===== src/rtl/sfr_pkg.sv =====
package sfr_pkg;
  typedef enum logic [2:0] {
    ST_HUNT_HDR  = 3'd0,
    ST_HDR       = 3'd1,
    ST_GAP       = 3'd2,
    ST_HUNT_DATA = 3'd3,
    ST_DATA      = 3'd4,
    ST_IDLE      = 3'd5
  } sfr_state_e;

  function automatic int unsigned sfr_max3(int unsigned a, int unsigned b, int unsigned c);
    int unsigned m;
    m = (a > b) ? a : b;
    return (m > c) ? m : c;
  endfunction
endpackage


===== src/rtl/sfr_zero_hunt.sv =====
module sfr_zero_hunt #(
  parameter int unsigned MIN_ZEROS = 16
) (
  input  logic clk_i,
  input  logic rst_ni,
  input  logic clear_i,
  input  logic step_i,
  input  logic bit_i,
  output logic lock_o
);
  localparam int unsigned ZW = $clog2(MIN_ZEROS + 1);
  localparam logic [ZW-1:0] ZMAX = ZW'(MIN_ZEROS);

  logic [ZW-1:0] zcnt_q;
  logic          run_ok;

  assign run_ok = (zcnt_q == ZMAX);
  assign lock_o = step_i && bit_i && run_ok;

  always_ff @(posedge clk_i or negedge rst_ni) begin
    if (!rst_ni) begin
      zcnt_q <= '0;
    end else if (clear_i) begin
      zcnt_q <= '0;
    end else if (step_i) begin
      if (bit_i)        zcnt_q <= '0;          // early one restarts the hunt
      else if (!run_ok) zcnt_q <= zcnt_q + 1'b1; // saturate at the minimum
    end
  end
endmodule


===== src/rtl/sfr_word_pack.sv =====
module sfr_word_pack #(
  parameter int unsigned WORD_W = 8
) (
  input  logic              clk_i,
  input  logic              rst_ni,
  input  logic              clear_i,
  input  logic              shift_i,
  input  logic              bit_i,
  output logic [WORD_W-1:0] word_o,
  output logic              word_valid_o
);
  localparam int unsigned PW = (WORD_W > 1) ? $clog2(WORD_W) : 1;
  localparam logic [PW-1:0] LAST_POS = PW'(WORD_W - 1);

  logic [WORD_W-1:0] shreg_q;
  logic [WORD_W-1:0] shreg_nx;
  logic [PW-1:0]     pos_q;
  logic              done;

  generate
    if (WORD_W > 1) begin : g_wide
      assign shreg_nx = {shreg_q[WORD_W-2:0], bit_i};
    end else begin : g_single
      assign shreg_nx = bit_i;
    end
  endgenerate

  assign done = shift_i && (pos_q == LAST_POS);

  always_ff @(posedge clk_i or negedge rst_ni) begin
    if (!rst_ni) begin
      shreg_q      <= '0;
      pos_q        <= '0;
      word_o       <= '0;
      word_valid_o <= 1'b0;
    end else if (clear_i) begin
      shreg_q      <= '0;
      pos_q        <= '0;
      word_valid_o <= 1'b0;
    end else begin
      word_valid_o <= done;
      if (shift_i) begin
        shreg_q <= shreg_nx;
        pos_q   <= done ? '0 : pos_q + 1'b1;
      end
      if (done) word_o <= shreg_nx;
    end
  end
endmodule


===== src/rtl/sfr_span_count.sv =====
module sfr_span_count #(
  parameter int unsigned CNT_W = 8
) (
  input  logic             clk_i,
  input  logic             rst_ni,
  input  logic             clear_i,
  input  logic             step_i,
  input  logic [CNT_W-1:0] limit_i,
  output logic             hit_o
);
  logic [CNT_W-1:0] cnt_q;

  assign hit_o = step_i && (cnt_q == limit_i - 1'b1);

  always_ff @(posedge clk_i or negedge rst_ni) begin
    if (!rst_ni) begin
      cnt_q <= '0;
    end else if (clear_i || hit_o) begin
      cnt_q <= '0;
    end else if (step_i) begin
      cnt_q <= cnt_q + 1'b1;
    end
  end
endmodule


===== src/rtl/sector_framer.sv =====
module sector_framer #(
  parameter int unsigned WORD_W    = 8,
  parameter int unsigned HDR_BITS  = 48,
  parameter int unsigned DATA_BITS = 64,
  parameter int unsigned GAP_BITS  = 32,
  parameter int unsigned MIN_ZEROS = 16
) (
  input  logic              clk_i,
  input  logic              rst_ni,
  input  logic              bit_i,
  input  logic              bit_valid_i,
  input  logic              sector_pulse_i,
  output logic [WORD_W-1:0] word_o,
  output logic              word_valid_o,
  output logic              region_o,
  output logic              in_sync_o
);
  import sfr_pkg::*;

  localparam int unsigned SPAN_MAX = sfr_max3(HDR_BITS, DATA_BITS, GAP_BITS);
  localparam int unsigned CNT_W    = $clog2(SPAN_MAX + 1);

  generate
    if ((HDR_BITS % WORD_W) != 0 || (DATA_BITS % WORD_W) != 0) begin : g_bad_len
      $error("region lengths must be whole words");
    end
  endgenerate

  sfr_state_e       state_q, state_d;
  logic             bit_ev;
  logic             hunting, framing, gapping;
  logic             lock, span_hit;
  logic [CNT_W-1:0] span_limit;

  assign bit_ev  = bit_valid_i && !sector_pulse_i;
  assign hunting = (state_q == ST_HUNT_HDR) || (state_q == ST_HUNT_DATA);
  assign framing = (state_q == ST_HDR) || (state_q == ST_DATA);
  assign gapping = (state_q == ST_GAP);

  always_comb begin
    unique case (state_q)
      ST_HDR:  span_limit = CNT_W'(HDR_BITS);
      ST_DATA: span_limit = CNT_W'(DATA_BITS);
      default: span_limit = CNT_W'(GAP_BITS);
    endcase
  end

  sfr_zero_hunt #(.MIN_ZEROS(MIN_ZEROS)) i_hunt (
    .clk_i  (clk_i),
    .rst_ni (rst_ni),
    .clear_i(sector_pulse_i || !hunting),
    .step_i (bit_ev && hunting),
    .bit_i  (bit_i),
    .lock_o (lock)
  );

  sfr_word_pack #(.WORD_W(WORD_W)) i_pack (
    .clk_i       (clk_i),
    .rst_ni      (rst_ni),
    .clear_i     (sector_pulse_i || lock),
    .shift_i     (bit_ev && framing),
    .bit_i       (bit_i),
    .word_o      (word_o),
    .word_valid_o(word_valid_o)
  );

  sfr_span_count #(.CNT_W(CNT_W)) i_span (
    .clk_i  (clk_i),
    .rst_ni (rst_ni),
    .clear_i(sector_pulse_i || lock),
    .step_i (bit_ev && (framing || gapping)),
    .limit_i(span_limit),
    .hit_o  (span_hit)
  );

  always_comb begin
    state_d = state_q;
    if (sector_pulse_i) begin
      state_d = ST_HUNT_HDR;
    end else begin
      unique case (state_q)
        ST_HUNT_HDR:  if (lock)     state_d = ST_HDR;
        ST_HDR:       if (span_hit) state_d = ST_GAP;
        ST_GAP:       if (span_hit) state_d = ST_HUNT_DATA;
        ST_HUNT_DATA: if (lock)     state_d = ST_DATA;
        ST_DATA:      if (span_hit) state_d = ST_IDLE;
        default:      state_d = ST_IDLE;
      endcase
    end
  end

  always_ff @(posedge clk_i or negedge rst_ni) begin
    if (!rst_ni) state_q <= ST_HUNT_HDR;
    else         state_q <= state_d;
  end

  assign in_sync_o = framing;
  assign region_o  = (state_q == ST_HUNT_DATA) || (state_q == ST_DATA) || (state_q == ST_IDLE);
endmodule


===== config.mk =====
export PLATFORM = sky130hd
export DESIGN_NAME = sector_framer
export DESIGN_NICKNAME = d
export VERILOG_FILES = /design/src/rtl/sfr_pkg.sv /design/src/rtl/sfr_zero_hunt.sv /design/src/rtl/sfr_word_pack.sv /design/src/rtl/sfr_span_count.sv /design/src/rtl/sector_framer.sv
export SDC_FILE = /design/constraint.sdc
export NUM_CORES = 1
export LEC_CHECK = 0
export ABC_AREA = 0
export BUFFER_PORTS_ARGS = -buffer_cell sky130_fd_sc_hd__buf_2
export CAP_MARGIN = 20
export CORE_MARGIN = 2
export CORE_UTILIZATION = 35
export CTS_CLUSTER_SIZE = 10
export DETAILED_ROUTE_END_ITERATION = 10
export GPL_ROUTABILITY_DRIVEN = 0
export GPL_TIMING_DRIVEN = 1
export PLACE_DENSITY = 0.63
export RECOVER_POWER = 50
export SLEW_MARGIN = 40
export SYNTH_ARGS = -nofsm -noshare
export SYNTH_HDL_FRONTEND = slang
export SYNTH_SLANG_ARGS = --single-unit

===== constraint.sdc =====
create_clock -name clk_i -period 3.9 [get_ports clk_i]
set_clock_uncertainty 0.1 [all_clocks]
set_input_delay 0.585 -clock clk_i [delete_from_list [all_inputs] [get_ports clk_i]]
set_output_delay 0.585 -clock clk_i [all_outputs]
set_load 0.005 [all_outputs]

==> results of run 1 <==
==> layout by cell type, fill, tap and decap left out, types with 3 or more instances in the layout <==
master / n
ha_1: 5
clkbuf_8: 5
nand3_1: 3
clkbuf_1: 4
nand4b_1: 3
a21oi_1: 7
xnor2_1: 4
nor2_1: 27
nand3b_1: 3
mux2_1: 8
nand2b_1: 4
xor2_1: 4
mux2i_1: 12
inv_1: 7
buf_2: 11
dfrtp_1: 34
nand2_1: 11
o21ai_0: 4
==> registers in the layout, indices dropped and copies added, names as in the netlist <==
signal	cells
i_pack.shreg_q	7
i_pack.word_o	8
i_pack.word_valid_o	1
state_q	3
i_span.cnt_q	7
i_hunt.zcnt_q	5
i_pack.pos_q	3
==> path summary, 6_finish.rpt <==
path                                   from          endpoint  slack, ps  cells after the start
max in group asynchronous            rst_ni   i_span.cnt_q[6]       2010                      1
setup / recovery                 state_q[2]  i_pack.word_o[7]       1840                      5
setup reg to reg                 state_q[2]  i_pack.word_o[7]       1840                      5
hold reg to reg            i_pack.word_o[6]  i_pack.word_o[6]        390                      1
hold / removal             i_pack.word_o[6]  i_pack.word_o[6]        390                      1
min in group asynchronous            rst_ni  i_pack.word_o[3]        670                      1
==> through the flow <==
stage,cells,instance area [um2],setup WS (ps),utilization
3_5_place_dp,245,1903,1639,0.3976
2_1_floorplan,168,1760,1927,-
4_1_cts,253,2041,1844,0.4264
6_report,253,2036,1842,0.4254
5_1_grt,253,2036,1574,0.4254
3_3_place_gp,245,1903,1697,0.3976
==> per-layer routing <==
metal | vias to the layer above | wire [um]
li1 | 608 | -
met1 | 570 | 1574
met2 | 13 | 1308
met3 | 4 | 95
met4 | 0 | 43
met5 | - | 0
==> power breakdown <==
part	leakage, nW	internal, mW	switching (mW)
combinational	0.416	0.0140	0.0265
sequential	0.472	0.355	0.00400
clock	0.0683	0.256	0.135
total	0.956	0.625	0.165
==> cells by family after synthesis <==
family                   after synthesis  synth area share
adder cells (fa/ha/maj)                5           0.03554
XOR/XNOR                               8           0.03980
buffers and inverters                 15           0.03909
AND/OR/NAND/NOR                       66            0.1976
flip-flops                            34            0.4833
multiplexers                          20            0.1194
AO/OA/AOI/OAI                         20           0.08529
==> final cells by class <==
type | count | area (um2) | share of cell area
clock buffer | 5 | 68.82 | 0.03380
clock inverter | 3 | 68.82 | 0.03380
inverter | 8 | 30.03 | 0.01475
multi-input combinational | 119 | 848.3 | 0.4167
sequential | 34 | 850.8 | 0.4179
tap | 67 | 83.83 | 0.04118
timing repair buffer | 17 | 85.08 | 0.04179
==> critical path: stages, from the launching register on <==
cell     delay [ps]
dfrtp_1         510
xnor2_1         210
nor3_2          170
buf_4           240
nand2_1         300
mux2_1          410
==> metrics.md, run 1 <==
| Metric | Value |
|---|---|
| Clock sinks | 34 |
| Post-CTS Setup Repair Bufs | 0 |
| Post-synth top cells | 34 x dfrtp_1, 27 x nor2_1, 12 x mux2i_1 |
| TritonCTS clock tree | yes |
| Final ANT Viol Nets | 0 |
| Clock latency on the worst-skew pair | 290 ps |
| Hpwl dp | 2076 um |
| IO Pins | 16 |
| Die Wd | 74.92 um |
| Synth top area share | 0.4833 |
| Syn avg cell area | 10.48 um2 |
| Clk buf depth | 2 |
| PostCTS Resize Cnt | 0 |
| Leak pwr | 0.9561 nW |
| Post-synthesis cell area | 1760 um2 |
| Fin. max-slew vios | 35 |
| Area leader, netlist | dfrtp_1 |
| Async SR Flop Fraction | 1.000 |
| Via count | 1195 |
| Clock transition at path regs | 70 ps |
| Layout cells sized above 1 | 0.1559 |
| Placeable Area | 4786 um2 |
| Remaining global-route overflow | 0 |
| CP Launch Type | flip-flop |
| Required time worst endpoint | 3970 ps |
| Status | complete, but fails checks |
| Grt peak-use layer | met2 |
| Fin nets | 195 |
| Area Growth Syn to Fin | 15.64% |
| Total nets after synthesis | 178 |
| Gr usage total | 0.1200 |
| Initial Utilization | 0.3678 |
| CP max FO | 12 |
| Worst hold path class | flip-flop to flip-flop |
| Tightest Pin Transition | 1781 ps |
| EDFF count, synth | 0 |
| Final Cycle Share | 0.5277 |
| DRC viols | 0 |
| Post-detailed-route wirelength per cell | 11.94 um |
| Shortest period the worst path allows | 2058 ps |
| Post-cts hold buffer count | 0 |
| CTS H-Tree Depth | 2 |
| Most area-consuming cells after synthesis | dfrtp_1 48%, mux2i_1 6.8%, nor2_1 5.8%, mux2_1 5.1%, ha_1 3.6% |
| Pre-Repair DR Iteration Count | 4 |
| CP arrival | 2130 ps |
| Final hold violations | 0 |
| RSZ-0062 raised after global routing | no |
| Failing checks | max-capacitance violations, max-slew violations |
| Vias per cell | 4.723 |
| Synth Warn # | 0 |
| Diodes inserted | 0 |
| GR Layer Usage met2 | 0.1735 |
| Max-slew headroom | -0.1871 |
| FP Rows | 25 |
| Hold WS | 390.8 ps |
| Port buffer count | 15 |
| First-pass GRT wire length | 4974 um |
| CP endpoint kind | flip-flop |
| Syn Inst Count | 168 |
| CTS Buf Count | 5 |
| Worst vdd ir | 0.2659 mV |
| Max Clock Freq | 485.9 MHz |
| Setup violators final | 0 |
| Filler instances | 464 |
| Count leader, synth | dfrtp_1 |
| Root buf cell | clkbuf_8 |
| MaxCap Viol Count | 1 |
| Initial antenna violation count | 0 |
| Synth cell types | 40 |
| Seq/Total Area, Yosys | 0.4833 |
| Vias in the first global route | 1092 |
| Setup CP Type | flip-flop to flip-flop |
| Total power | 0.7905 mW |
| Main flop type after synthesis | dfrtp_1 |
| Pin count of the biggest net entering global routing | 35 |
| Pwr/cell area | 388.3 nW/um2 |
| Synthesized flop and latch total | 34 |
| Initial detailed-routing violation count | 58 |
| Final setup TNS | 0 ps |
| Routing usage on met3 | 0.04016 |
| DRT Wirelength | 3022 um |
| Met1 usage | 0.1634 |
| Die Area | 5613 um2 |
| Die height | 74.92 um |
Note: power is estimated with default switching activity, not from simulation.
==> run 2, diff against run 1 <==
- ABC_AREA: 0 -> 1
- PLACE_DENSITY: 0.63 -> 0.64
- clock period: 3.9 -> 1.75 ns (I/O delays scaled with it)
==> metrics.md, run 2 <==
| Metric | Value |
|---|---|
| Die Wd | 78.99 um |
| Area Growth Syn to Fin | 15.32% |
| Setup violators final | 0 |
| Root buf cell | clkbuf_8 |
| Critical-path cell list | buf_4 -> nand3_2 -> o21ai_0 -> buf_2 |
| IO Pins | 16 |
| Initial antenna violation count | 0 |
| Max reg flops | 8 |
| Most common cell after layout, fill and taps aside | nand2_1 |
| Main flop type after synthesis | dfrtp_1 |
| Regs by FF count | i_pack.word_o (8), i_pack.shreg_q (7), i_span.cnt_q (7) |
| Initial detailed-routing violation count | 47 |
| MaxCap Viol Count | 0 |
| Via count | 1429 |
| CP max FO | 6 |
| Syn avg cell area | 9.417 um2 |
| DRT Wirelength | 3341 um |
| Initial Utilization | 0.3596 |
| Pwr/cell area | 967.6 nW/um2 |
| Vias per cell | 4.595 |
| Port buffer count | 15 |
| Seq/Total Area, Yosys | 0.4323 |
| Worst vdd ir | 0.3191 mV |
| Area leader, netlist | dfrtp_1 |
| FP Rows | 27 |
| Clk buf depth | 2 |
| Count leader, synth | nand2_1 |
| CP arrival | 1260 ps |
| Post-synth top cells | 42 x nand2_1, 34 x dfrtp_1, 19 x inv_1 |
| Remaining global-route overflow | 0 |
| FF/Latch Area | 854.6 um2 |
| Gr usage total | 0.1194 |
| Dpl ws | 55.50 ps |
| Diodes inserted | 0 |
| Max Clock Freq | 617.4 MHz |
| Clock latency on the worst-skew pair | 280 ps |
| Worst hold path class | input pin to flip-flop |
| Layout cells sized above 1 | 0.3640 |
| Vias in the first global route | 1371 |
| Tightest Pin Transition | 843.6 ps |
| Status | finished clean |
| Filler instances | 568 |
| Largest Register | i_pack.word_o |
| Post-synthesis cell area | 1968 um2 |
| CP endpoint kind | output port |
| EDFF count, synth | 0 |
| Clock transition at path regs | 70 ps |
| Post-detailed-route wirelength per cell | 10.74 um |
| Placeable Area | 5473 um2 |
| Syn Inst Count | 209 |
| CP Launch Type | flip-flop |
| Max-slew headroom | 0.4376 |
| Final setup TNS | 0 ps |
| Synth top area share | 0.4323 |
| Final instance area | 2270 um2 |
| Leak pwr | 1.057 nW |
| DRC viols | 0 |
| Clock sinks | 34 |
| Final hold violations | 0 |
| Fin nets | 248 |
| Synthesized flop and latch total | 34 |
| DP Area | 2102 um2 |
| Required time worst endpoint | 1390 ps |
| Die Area | 6239 um2 |
| Pin count of the biggest net entering global routing | 35 |
| TritonCTS clock tree | yes |
| Hpwl dp | 2325 um |
| Setup CP Type | flip-flop to output port |
| CTS Buf Count | 5 |
| CTS H-Tree Depth | 2 |
| Max stage delay on crit path | 460 ps |
| Multi-input logic area | 957.2 um2 |
| Synth Warn # | 0 |
| Async SR Flop Fraction | 1.000 |
| Fin. max-slew vios | 0 |
| Shortest period the worst path allows | 1620 ps |
| Die height | 78.99 um |
| Fin worst setup slack | 130.2 ps |
| Commonest cells after routing, fill and taps aside | 42 x nand2_1, 31 x dfrtp_1, 19 x inv_1, 17 x nand3_1, 15 x buf_2 |
| Final ANT Viol Nets | 0 |
| Synth cell types | 30 |
| Hold WS | 167.2 ps |
| Worst path slowest cell | dfrtp_2 |
| Most area-consuming cells after synthesis | dfrtp_1 43%, nand2_1 8.0%, o21ai_2 6.2%, nand3_2 6.1%, nand3_1 4.3% |
| Total nets after synthesis | 219 |
| Final Cycle Share | 0.9256 |
| Pre-Repair DR Iteration Count | 4 |
| First-pass GRT wire length | 5975 um |
[run 2: repair_timing]
action	4_1_cts	5_1_grt
resized for setup	0	5
setup buffers	0	8
endpoints found under the hold margin	34	0
endpoints found under the setup margin	0	16
hold buffers	1	0
[run 2: path summary, 6_finish.rpt]
check                            startpoint                to  slack [ps]  cells past startpoint
max                              state_q[0]          region_o         130                      4
min                                   bit_i  i_hunt.zcnt_q[4]         170                      4
max in group asynchronous            rst_ni        state_q[2]         370                      3
max reg2reg                      state_q[2]        state_q[0]         160                     10
min reg2reg                i_pack.word_o[7]  i_pack.word_o[7]         370                      2
min in group asynchronous            rst_ni  i_pack.word_o[6]         590                      3
[run 2: worst max-delay path, delay by kind of cell (launching register included)]
kind | cells | cell delay, ps
compound gates | 1 | 100
buf+inv | 2 | 290
flops | 1 | 460
simple gates | 1 | 110
[run 2: layout make-up]
cell class	instances	area share
clock buffer	7	0.03804
sequential	34	0.3765
tap	72	0.03969
clock inverter	1	0.002205
timing repair buffer	28	0.08159
inverter	23	0.04024
multi-input combinational	146	0.4217
[run 2: stage by stage]
stage	power, mW	util	std cells
3_3_place_gp	1.512	0.3841	294
4_1_cts	2.126	0.4026	303
2_1_floorplan	1.430	-	209
3_5_place_dp	1.516	0.3841	294
6_report	2.196	0.4147	311
5_1_grt	2.332	0.4147	311
[run 2: power breakdown]
| part | switching [mW] | internal [mW] | total (mW) |
|---|---|---|---|
| Clock | 0.280 | 0.317 | 0.598 |
| Sequential | 0.0703 | 0.836 | 0.907 |
| Combinational | 0.418 | 0.274 | 0.692 |
[run 2: cell families (layout without fill, tap and decap cells)]
family	Yosys count	count (layout)	share of synthesized area
xor+xnor	7	7	0.03115
flops	34	34	0.4323
buf+inv	29	59	0.08264
simple gates	106	106	0.3121
fa+ha+maj	5	5	0.03179
compound gates	28	28	0.1100
[run 2: per-layer routing]
metal,wire length [um],global-route usage,vias to the layer above
met1,1590,0.1548,680
li1,-,-,731
met2,1608,0.1873,18
met3,143,0.04205,0
met5,0,0,-
met4,0,0.03621,0
==> run 3, diff against run 2 <==
- CAP_MARGIN: 20 -> not set
- PLACE_DENSITY: 0.64 -> 0.62
- clock period: 1.75 -> 1.7 ns (I/O delays scaled with it)
==> metrics.md, run 3 (synthesis gave the netlist of run 2 again) <==
| Metric | Value |
|---|---|
| CP Launch Type | flip-flop |
| Reg2Reg Launch Point | state_q[0] |
| Remaining global-route overflow | 0 |
| Clk buf depth | 2 |
| CP arrival | 1710 ps |
| Final hold violations | 0 |
| Vias per cell | 4.523 |
| Regs by FF count | i_pack.word_o (8), i_pack.shreg_q (7), i_span.cnt_q (7) |
| Status | finished clean |
| TritonCTS clock tree | yes |
| Max stage delay on crit path | 480 ps |
| Diodes inserted | 0 |
| Clock transition at path regs | 70 ps |
| Largest Register | i_pack.word_o |
| Setup CP Type | flip-flop to flip-flop |
| Worst path slowest cell | dfrtp_2 |
| Reg2reg setup slack | 70 ps |
| CP max FO | 8 |
| Clock sinks | 34 |
| Port buffer count | 15 |
| Layout cells sized above 1 | 0.3697 |
| Vias in the first global route | 1371 |
| IO Pins | 16 |
| CP endpoint kind | flip-flop |
| Hpwl dp | 2423 um |
| Total power | 2.499 mW |
| Pwr/cell area | 1076 nW/um2 |
| FP Rows | 27 |
| Final Cycle Share | 0.9592 |
| Die height | 78.99 um |
| Worst Hold Path EP | i_hunt.zcnt_q[4] |
| R2R cell count | 9 |
| RSZ-0062 raised after global routing | yes |
| Reg-to-Reg End | state_q[1] |
| Tightest Pin Transition | 861.2 ps |
| Max reg flops | 8 |
| Via count | 1402 |
| Placeable Area | 5473 um2 |
| DP Area | 2167 um2 |
| Shortest period the worst path allows | 1631 ps |
| Final setup TNS | 0 ps |
| Pre-Repair DR Iteration Count | 4 |
| Max Clock Freq | 613.3 MHz |
| Initial antenna violation count | 0 |
| Final instance area | 2322 um2 |
| Die Wd | 78.99 um |
| Area Growth Syn to Fin | 17.99% |
| Worst path top cell family by delay | simple AND/OR/NAND/NOR gates |
| Required time worst endpoint | 1780 ps |
| CTS Buf Count | 5 |
| Post-detailed-route wirelength per cell | 11.05 um |
| First-pass GRT wire length | 6023 um |
| Critical-path cell list | buf_4 -> nor3_2 -> nand2_2 -> nand2_8 -> nand3_4 -> nand2_4 -> nand2_4 -> nand2_1 -> nand2_1 |
| Clock latency on the worst-skew pair | 280 ps |
| Hold path startpoint | bit_i |
| Worst vdd ir | 0.5991 mV |
| Fin nets | 247 |
| MaxCap Viol Count | 0 |
| Post-placement cell count | 301 |
| CTS H-Tree Depth | 2 |
| Fin. max-slew vios | 0 |
| Worst hold path class | input pin to flip-flop |
| Post-route insts no fill | 310 |
| Leak pwr | 1.066 nW |
| Final ANT Viol Nets | 0 |
| DRT Wirelength | 3425 um |
| Worst Setup SP | state_q[0] |
| Die Area | 6239 um2 |
| Gr usage total | 0.1215 |
| DRC viols | 0 |
| Setup violators final | 0 |
| Worst path bufs/invs | 1 |
| Initial Utilization | 0.3596 |
| Max-slew headroom | 0.4259 |
| WHS Path Cells | 4 |
| Commonest cells after routing, fill and taps aside | 41 x nand2_1, 33 x dfrtp_1, 19 x inv_1, 16 x nand3_1 |
| Most common cell after layout, fill and taps aside | nand2_1 |
| Root buf cell | clkbuf_8 |
| Hold WS | 164.5 ps |
| Pin count of the biggest net entering global routing | 35 |
| Initial detailed-routing violation count | 61 |
## run 3: layer usage
layer | up-vias | global-route usage | wire (um)
met1 | 644 | 0.1749 | 1735
li1 | 734 | - | -
met4 | 0 | 0.04655 | 45
met3 | 7 | 0.02955 | 116
met5 | - | 0 | 0
met2 | 17 | 0.1754 | 1527
## run 3: where the power goes
group	total (mW)	switching [mW]	internal, mW
combinational	0.673	0.429	0.243
clock	0.894	0.307	0.588
sequential	0.932	0.0741	0.858
total	2.50	0.810	1.69
## run 3: layout make-up
class	count	area, um2
inverters	23	91.34
well taps	72	90.09
fillers	552	3151
repair buffers	27	176.4
flip-flops and latches	34	852.1
clock inverters	3	68.82
multi-input cells	146	974.7
clock buffers	5	68.82
## run 3: timing repair
action	CTS	global route
endpoints found under the hold margin	34	0
buffers inserted	0	0
endpoints found under the setup margin	0	9
resized for setup	0	8
hold buffers	1	0
## run 3: worst min-delay path: cells and delay by family
| kind | cells | cell delay (ps) |
|---|---|---|
| simple gates | 3 | 160 |
| buf+inv | 1 | 100 |
## run 3: metrics by stage
step	setup slack [ps]	util
floorplan	178.0	-
global route	-40.02	0.4243
global placement	71.98	0.3960
CTS	33.07	0.4230
finish	69.44	0.4243
detailed placement	46.38	0.3960
## run 3: worst max-delay path by stage
stage	endpoint	cells after the start
2_1_floorplan	i_hunt.zcnt_q[2]	7
3_3_place_gp	state_q[0]	9
3_5_place_dp	state_q[0]	9
4_1_cts	state_q[0]	9
5_1_grt	state_q[0]	10
6_report	state_q[1]	9
